===== config.mk =====
export PLATFORM = sky130hd
export DESIGN_NAME = cs_bank_decoder
export DESIGN_NICKNAME = d
export VERILOG_FILES = /design/src/rtl/cs_dec_pkg.sv /design/src/rtl/cs_bank_regs.sv /design/src/rtl/cs_bank_match.sv /design/src/rtl/cs_prio_sel.sv /design/src/rtl/cs_bank_decoder.sv
export SDC_FILE = /design/constraint.sdc
export NUM_CORES = 1
export LEC_CHECK = 0
export BUFFER_PORTS_ARGS = -buffer_cell sky130_fd_sc_hd__buf_2
export CORE_MARGIN = 2
export CORE_UTILIZATION = 45
export DETAILED_ROUTE_END_ITERATION = 12
export PLACE_DENSITY_LB_ADDON = 0.08
export SYNTH_ARGS = -nofsm -noshare
export SYNTH_HDL_FRONTEND = slang
export SYNTH_SLANG_ARGS = --single-unit

===== constraint.sdc =====
create_clock -name clk -period 2.29 [get_ports clk]
set_clock_uncertainty 0.05 [all_clocks]
set_input_delay 0.458 -clock clk [delete_from_list [all_inputs] [get_ports clk]]
set_output_delay 0.458 -clock clk [all_outputs]
set_load 0.02 [all_outputs]

===== src/rtl/cs_dec_pkg.sv =====
package cs_dec_pkg;
  localparam int ADDR_W        = 32;
  localparam int DONTCARE_BITS = 15;
  localparam logic [ADDR_W-1:0] BOOT_BASE = 32'hFF80_0000;
  localparam logic [ADDR_W-1:0] BOOT_MASK = 32'hFF80_0000;
  localparam logic [ADDR_W-1:0] MASK_KEEP =
    {{(ADDR_W-DONTCARE_BITS){1'b1}}, {DONTCARE_BITS{1'b0}}};

  typedef enum logic [1:0] {
    FLD_BASE = 2'd0,
    FLD_MASK = 2'd1,
    FLD_CTRL = 2'd2,
    FLD_NONE = 2'd3
  } cfg_field_e;

  typedef struct packed {
    logic [ADDR_W-1:0] base;
    logic [ADDR_W-1:0] mask;
    logic              valid;
    logic              port16;
    logic              wprot;
  } bank_cfg_t;
endpackage


===== src/rtl/cs_bank_regs.sv =====
module cs_bank_regs
  import cs_dec_pkg::*;
#(
  parameter int NUM_BANKS  = 4,
  parameter int BANK_IDX_W = 2
) (
  input  logic                            clk,
  input  logic                            rst,
  input  logic                            boot_port16,
  input  logic                            cfg_we,
  input  logic [BANK_IDX_W-1:0]           cfg_bank,
  input  logic [1:0]                      cfg_field,
  input  logic [ADDR_W-1:0]               cfg_wdata,
  output bank_cfg_t [NUM_BANKS-1:0]       cfg_q
);

  for (genvar g = 0; g < NUM_BANKS; g++) begin : g_bank
    logic sel;
    assign sel = cfg_we && (cfg_bank == BANK_IDX_W'(g));

    always_ff @(posedge clk) begin
      if (rst) begin
        if (g == 0) begin
          cfg_q[g].base   <= BOOT_BASE;
          cfg_q[g].mask   <= BOOT_MASK;
          cfg_q[g].valid  <= 1'b1;
          cfg_q[g].port16 <= boot_port16;
          cfg_q[g].wprot  <= 1'b0;
        end else begin
          cfg_q[g] <= '0;
        end
      end else if (sel) begin
        case (cfg_field_e'(cfg_field))
          FLD_BASE: cfg_q[g].base <= cfg_wdata;
          FLD_MASK: cfg_q[g].mask <= cfg_wdata & MASK_KEEP;
          FLD_CTRL: begin
            cfg_q[g].valid  <= cfg_wdata[0];
            cfg_q[g].port16 <= cfg_wdata[1];
            cfg_q[g].wprot  <= cfg_wdata[2];
          end
          default: ;
        endcase
      end
    end

    AST_LOW_MASK_CLEAR: assert property (@(posedge clk) disable iff (rst)
      cfg_q[g].mask[DONTCARE_BITS-1:0] == '0) else $error("low mask bits set");
  end

  AST_BOOT_DEFAULT: assert property (@(posedge clk)
    $fell(rst) |-> (cfg_q[0].valid && cfg_q[0].base == BOOT_BASE &&
                    cfg_q[0].mask == BOOT_MASK && !cfg_q[0].wprot))
    else $error("boot bank not ready");

endmodule


===== src/rtl/cs_bank_match.sv =====
module cs_bank_match
  import cs_dec_pkg::*;
#(
  parameter int NUM_BANKS = 4
) (
  input  logic [ADDR_W-1:0]         addr,
  input  bank_cfg_t [NUM_BANKS-1:0] cfg,
  output logic [NUM_BANKS-1:0]      hit
);
  for (genvar g = 0; g < NUM_BANKS; g++) begin : g_cmp
    assign hit[g] = cfg[g].valid && (((addr ^ cfg[g].base) & cfg[g].mask) == '0);
  end
endmodule


===== src/rtl/cs_prio_sel.sv =====
module cs_prio_sel #(
  parameter int N     = 4,
  parameter int IDX_W = 2
) (
  input  logic [N-1:0]     hit,
  output logic [N-1:0]     win_oh,
  output logic [IDX_W-1:0] win_idx,
  output logic             any
);
  always_comb begin
    win_oh  = '0;
    win_idx = '0;
    for (int i = N - 1; i >= 0; i--) begin
      if (hit[i]) begin
        win_oh  = '0;
        win_oh[i] = 1'b1;
        win_idx = IDX_W'(i);
      end
    end
  end
  assign any = |hit;
endmodule


===== src/rtl/cs_bank_decoder.sv =====
module cs_bank_decoder
  import cs_dec_pkg::*;
#(
  parameter int NUM_BANKS  = 4,
  localparam int BANK_IDX_W = (NUM_BANKS > 1) ? $clog2(NUM_BANKS) : 1
) (
  input  logic                  clk,
  input  logic                  rst,
  input  logic                  boot_port16,
  input  logic                  cfg_we,
  input  logic [BANK_IDX_W-1:0] cfg_bank,
  input  logic [1:0]            cfg_field,
  input  logic [ADDR_W-1:0]     cfg_wdata,
  input  logic                  req_valid,
  input  logic                  req_write,
  input  logic [ADDR_W-1:0]     req_addr,
  output logic [NUM_BANKS-1:0]  cs_sel,
  output logic                  cs_port16,
  output logic                  miss,
  output logic                  wp_err
);

  bank_cfg_t [NUM_BANKS-1:0] cfg_q;
  logic [NUM_BANKS-1:0]      hit, win_oh;
  logic [BANK_IDX_W-1:0]     win_idx;
  logic                      any_hit, blocked;

  cs_bank_regs #(.NUM_BANKS(NUM_BANKS), .BANK_IDX_W(BANK_IDX_W)) regs_i (
    .clk(clk), .rst(rst), .boot_port16(boot_port16), .cfg_we(cfg_we),
    .cfg_bank(cfg_bank), .cfg_field(cfg_field), .cfg_wdata(cfg_wdata),
    .cfg_q(cfg_q)
  );

  cs_bank_match #(.NUM_BANKS(NUM_BANKS)) match_i (
    .addr(req_addr), .cfg(cfg_q), .hit(hit)
  );

  cs_prio_sel #(.N(NUM_BANKS), .IDX_W(BANK_IDX_W)) prio_i (
    .hit(hit), .win_oh(win_oh), .win_idx(win_idx), .any(any_hit)
  );

  assign blocked = req_write && cfg_q[win_idx].wprot;

  always_ff @(posedge clk) begin
    if (rst) begin
      cs_sel    <= '0;
      cs_port16 <= 1'b0;
      miss      <= 1'b0;
      wp_err    <= 1'b0;
    end else begin
      cs_sel    <= (req_valid && any_hit && !blocked) ? win_oh : '0;
      cs_port16 <= req_valid && any_hit && !blocked && cfg_q[win_idx].port16;
      miss      <= req_valid && !any_hit;
      wp_err    <= req_valid && any_hit && blocked;
    end
  end

  AST_CS_ONEHOT: assert property (@(posedge clk) disable iff (rst)
    $onehot0(cs_sel)) else $error("multiple chip selects");
  AST_MISS_QUIET: assert property (@(posedge clk) disable iff (rst)
    miss |-> (cs_sel == '0 && !wp_err)) else $error("miss with select");
  AST_WP_BLOCKS: assert property (@(posedge clk) disable iff (rst)
    wp_err |-> (cs_sel == '0 && !cs_port16)) else $error("protected write selected");
  AST_WP_ONLY_WRITE: assert property (@(posedge clk) disable iff (rst)
    wp_err |-> $past(req_write)) else $error("wp_err on read");
  AST_IDLE_QUIET: assert property (@(posedge clk) disable iff (rst)
    !$past(req_valid) |-> (cs_sel == '0 && !miss && !wp_err && !cs_port16))
    else $error("output without request");
  AST_ONE_RESULT: assert property (@(posedge clk) disable iff (rst)
    ($past(req_valid) && !$past(rst)) |-> $countones({|cs_sel, miss, wp_err}) == 1)
    else $error("request without single result");

endmodule


==> impl_metrics.yaml, run 1 <==
status:
  outcome: "complete, but fails checks"
  violations: "setup timing"
floorplan:
  die_w_um: 125
  dieArea_mm2: 0.0157
  die_h_um: 125
  initial_core_util_pct: 45.7
  core_area_mm2: 0.0145
  rows: 44
  io_pins: 81
placed_design:
  portBuffers: 53
  place_ws_ns: -0.298
  gp_congestion: 0.818
  dp_hpwl_um: 13700
  placed_cells: 1064
detailed_routing:
  drc: 0
  first_pass_iters: 7
  top_layer_used: "met4"
  wl_met2_um: 9250
  met1Wirelength_um: 8670
  wire_per_inst_um: 18.3
  avgViaCountPerCell: 5.38
  wl_met3_um: 1500
  drtAntennaViolNets: 0
  vias: 5900
  drt_iter0_drc: 468
  drt-total-wl_um: 20100
synthesis:
  synth_compound_area_share_pct: 14.6
  netlist_area_mm2: 0.00662
  yosys.area_share.xor_xnor_pct: 8.99
  syn_avg_cell_area_um2: 7.91
  synth_cell_types: 39
  synth_nets: 911
  synth_top_family_by_area: "simple AND/OR/NAND/NOR gates"
  synth_edf_count: 1
  yosys.area.top_type: "dfxtp_1"
  ys_ff_latch: 155
  synthCells: 837
  synth_top_cells_by_count: "296 x nand2_1, 154 x dfxtp_1, 122 x a21oi_1, 68 x xor2_1, 41 x clkbuf_1"
  synth_fa_ha_area_share_pct: 0
  yosys.area_share.simple_pct: 24.4
  synthArstFlopShare_pct: 0
  synth_top_area_share_pct: 46.6
  yosysMostFrequentCell: "nand2_1"
  ys_warn_count: 0
  ys_seq_area_share_pct: 47.0
  netlist_top_cells_area: "dfxtp_1 47%, nand2_1 17%, a21oi_1 9.2%"
  synthMuxAreaShare_pct: 1.21
  synth_flop_cell: "dfxtp_1"
sta:
  setup_viol: 1
  layout_setup_ws_ns: -0.00751
  finalSetupTns_ns: -0.00751
  rsz0062_at_grt: "yes"
  slew_headroom_pct: 42.6
  period_share_pct: 100
  fin_crit_ns: 2.30
  finalHoldViolations: 0
  slew_violations: 0
  tightest_slew_ns: 0.860
  timing.fmax_mhz: 435
pwr:
  peakVddDrop_mv: 0.489
  p_per_area_mw_per_mm2: 752
  power_uw: 6000
  leakagePower_uw: 0.00310
cells_and_area:
  instances_no_fill: 1097
  post-route-util_pct: 55.0
  syn_to_final_growth_pct: 20.3
  nets: 973
  drive_above_1_share_pct: 17.2
worst_setup_path:
  crit_path_end_kind: "register"
  cp.required_ns: 2.61
  critPathKind: "register to register"
  start_kind: "register"
  crit_arrival_ns: 2.61
  worstPathMaxFanout: 5
global_route:
  first_global_vias: 5765
  grt_use_total_pct: 26.1
  grt_antenna_before_repair: 1
  grt_max_degree: 70
  grt-ovfl-total: 0
  grt_pass1_wl_um: 31500
clocking:
  cts_buffers: 17
  htree_levels: 4
  clk_latency_ns: 0.42
  ctsHoldBuffers: 0
  clk_path_buf_depth: 2
  clkTransAtPathRegs_ns: 0.06
  cts_tree: "built"
  root_buffer: "clkbuf_16"
  cts_sinks: 155
flow_run:
  drv_cap: 0
min_path:
  hp-class: "input pin to register"
[sequential cells by signal, indices dropped and copies added (netlist names)]
name / count
wp_err: 1
regs_i.cfg_q: 148
cs_port16: 1
cs_sel: 4
miss: 1
[per-layer routing]
| metal | up-vias | global-route usage, % |
|---|---|---|
| li1 | 2881 | - |
| met1 | 2764 | 33.7 |
| met4 | 0 | 10.9 |
| met5 | - | 0 |
| met3 | 40 | 5.65 |
| met2 | 215 | 42.7 |
[layout by cell type, fill, tap and decap left out, types with 2 or more instances in the layout]
| cell type | instances |
|---|---|
| nand2b_1 | 8 |
| a21o_1 | 2 |
| or2_2 | 3 |
| buf_2 | 52 |
| nand3_1 | 3 |
| dfxtp_1 | 152 |
| a22oi_2 | 3 |
| nor3_2 | 5 |
| nor2b_1 | 2 |
| nand4_1 | 4 |
| a22oi_1 | 27 |
| buf_4 | 48 |
| nor4_1 | 2 |
| nor2_1 | 19 |
| mux2i_1 | 7 |
| o21ai_0 | 5 |
| xor2_1 | 68 |
| dfxtp_2 | 2 |
| nand3b_1 | 19 |
| clkbuf_1 | 3 |
| or4_4 | 3 |
| clkbuf_16 | 18 |
| a21oi_1 | 122 |
| inv_1 | 3 |
| clkbuf_8 | 6 |
| clkinv_2 | 3 |
| nand2_1 | 295 |
| and4_1 | 3 |
| nor3_1 | 3 |
[area by class of cell]
cell class	count	area [µm²]
clock inverters	5	52.6
multi-input cells	621	3370
flip-flops and latches	155	3120
clock buffers	27	544
inverters	3	11.3
diodes	1	2.50
fillers	1364	6510
repair buffers	101	641
well taps	184	230
[where the power goes]
part           leakage (µW)  internal [µW]  switching (µW)
sequential          0.00125           2740            22.5
combinational       0.00155            150             278
clock              0.000295           1730            1070
[worst max-delay path: stages (launching register included)]
cell and delay [ns]:
dfxtp_2 0.32, xor2_1 0.15, a22oi_1 0.24, nand4_1 0.16
or4_4 0.55, o32a_1 0.26, o221ai_4 0.30, and3_4 0.22
[kinds of logic after synthesis]
| kind of cell | after synthesis |
|---|---|
| flip-flops | 155 |
| buffers and inverters | 61 |
| AND/OR/NAND/NOR | 377 |
| multiplexers | 8 |
| XOR/XNOR | 68 |
| AO/OA/AOI/OAI | 168 |
[per-stage QoR]
step / hold WS (ns) / instance area [µm²]
2_1_floorplan: 0.385 / 6620
3_3_place_gp: 0.391 / 7280
3_5_place_dp: 0.398 / 7280
4_1_cts: 0.209 / 7870
5_1_grt: 0.252 / 7970
6_report: 0.241 / 7970
[timing repair]
item / in CTS / in global routing
setup buffers: 0 / 0
pin swaps: 0 / 18
endpoints found under the setup margin: 1 / 6
resized for setup: 0 / 17
[path summary, 6_finish.rpt]
path | start | endpoint | slack, ns | depth (start not counted)
setup reg to reg | regs_i.cfg_q[66] | wp_err | -0.008 | 7
hold reg to reg | regs_i.cfg_q[93] | regs_i.cfg_q[93] | 0.40 | 2
setup / recovery | regs_i.cfg_q[66] | wp_err | -0.008 | 7
hold / removal | req_write | cs_sel[1] | 0.24 | 2
No activity file was read; power rests on OpenSTA's default activity.
==> run 2: changes to the inputs <==
==> constraint.sdc (replaced) <==
create_clock -name clk -period 2.3 [get_ports clk]
set_clock_uncertainty 0.05 [all_clocks]
set_input_delay 0.46 -clock clk [delete_from_list [all_inputs] [get_ports clk]]
set_output_delay 0.46 -clock clk [all_outputs]
set_load 0.02 [all_outputs]
==> impl_metrics.yaml, run 2 (same netlist as run 1, synthesis figures left out) <==
status:
  outcome: "finished, final reports clean"
sta:
  worst_hold_slack_ns: 0.230
  finalHoldViolations: 0
  slew_violations: 0
  tightest_slew_ns: 0.938
  setup_viol: 0
  slew_headroom_pct: 37.5
  timing.fmax_mhz: 441
  layout_setup_ws_ns: 0.0319
  fin_crit_ns: 2.27
  period_share_pct: 98.6
cells_and_area:
  instances_no_fill: 1099
  drive_above_1_share_pct: 17.1
  syn_to_final_growth_pct: 20.4
  layout_commonest_cell: "nand2_1"
  final_cell_mix: "296 x nand2_1, 154 x dfxtp_1, 122 x a21oi_1"
  reg_top3: "regs_i.cfg_q: 148 flops, cs_sel: 4 flops"
  final_area_mm2: 0.00797
  nets: 975
  post-route-util_pct: 55.1
  largest-register: "regs_i.cfg_q"
  largest_register_ff_count: 148
clocking:
  root_buffer: "clkbuf_16"
  htree_levels: 4
  cts_sinks: 155
  cts_tree: "built"
  clkTransAtPathRegs_ns: 0.06
  clk_latency_ns: 0.42
  cts_buffers: 17
  ctsHoldBuffers: 0
  clk_path_buf_depth: 2
floorplan:
  rows: 44
  core_area_mm2: 0.0145
  dieArea_mm2: 0.0157
  io_pins: 81
  die_h_um: 125
  die_w_um: 125
  initial_core_util_pct: 45.7
min_path:
  hp-class: "input pin to register"
  hold_path_end: "cs_sel[1]"
  worstHoldStart: "req_write"
  min_path_cells: 2
global_route:
  grt_antenna_before_repair: 1
  grt_use_total_pct: 25.7
  grt-ovfl-total: 0
  first_global_vias: 5734
  grt_pass1_wl_um: 31100
  grt_max_degree: 73
worst_setup_path:
  worstReg2RegEnd: "cs_port16"
  start_kind: "register"
  max_stage_delay_ns: 0.60
  reg2regPathDepth: 9
  crit_arrival_ns: 2.52
  path_cells: "xor2_1 -> a22oi_1 -> buf_4 -> nand4_1 -> or4_4 -> buf_4 -> o21ai_1 -> a21o_1 -> a211oi_2"
  cp_num_buf_inv: 2
  cp_num_cells: 9
  r2r-start: "regs_i.cfg_q[122]"
  worstPathMaxFanout: 3
  crit_path_end_kind: "register"
  cp.required_ns: 2.55
  cpLargestDelayFamily: "simple AND/OR/NAND/NOR gates"
  cp_slowest_cell: "or4_4"
  r2r_slack_ns: 0.03
  critPathKind: "register to register"
  crit_top_cell: "buf_4"
pwr:
  leakagePower_uw: 0.00311
  peakVddDrop_mv: 0.529
  p_per_area_mw_per_mm2: 757
detailed_routing:
  wire_per_inst_um: 18.1
  avgViaCountPerCell: 5.40
  drc: 0
  drtAntennaViolNets: 0
  vias: 5938
  first_pass_iters: 5
  drt_iter0_drc: 411
  drt-total-wl_um: 19900
placed_design:
  gp_congestion: 0.850
  placed_cells: 1065
  portBuffers: 53
  placed_area_mm2: 0.00730
  place_ws_ns: -0.294
  dp_hpwl_um: 13500
flow_run:
  drv_cap: 0
run 2: layer usage:
layer / share of wire (%) / track usage, % / vias to the layer above
met5: 0 / 0 / -
met4: 2.7 / 10.4 / 0
met3: 6.4 / 4.58 / 36
met2: 46 / 40.5 / 202
met1: 45 / 35.2 / 2801
li1: - / - / 2899
run 2: worst max-delay path by stage:
stage	start	end
2_1_floorplan	req_addr[30]	wp_err
3_3_place_gp	req_addr[31]	wp_err
3_5_place_dp	req_addr[31]	wp_err
4_1_cts	regs_i.cfg_q[65]	wp_err
5_1_grt	regs_i.cfg_q[122]	cs_port16
6_report	regs_i.cfg_q[122]	cs_port16
run 2: what timing repair did:
action                     4_1_cts  5_1_grt
setup endpoints to repair        1        6
buffers inserted                 0        1
resized for setup                0       11
pin swaps                        0       13
run 2: cell type report:
| class | count | area (µm²) |
|---|---|---|
| multi-input cells | 621 | 3350 |
| clock inverters | 12 | 146 |
| repair buffers | 103 | 668 |
| flip-flops and latches | 155 | 3110 |
| inverters | 3 | 11.3 |
| fillers | 1339 | 6500 |
| diodes | 1 | 2.50 |
| well taps | 184 | 230 |
| clock buffers | 20 | 457 |
run 2: per-stage QoR:
stage / setup TNS (ns) / total power (µW)
global placement: -1.30 / 3220
finish: 0 / 6040
detailed placement: -1.45 / 3230
CTS: -0.0264 / 6060
global route: -0.0681 / 6230
floorplan: 0 / 3030
run 2: power breakdown:
group | total [µW] | internal, µW | switching, µW
Sequential | 2750 | 2730 | 22.8
Combinational | 428 | 152 | 276
Clock | 2860 | 1750 | 1100
Total | 6040 | 4630 | 1400
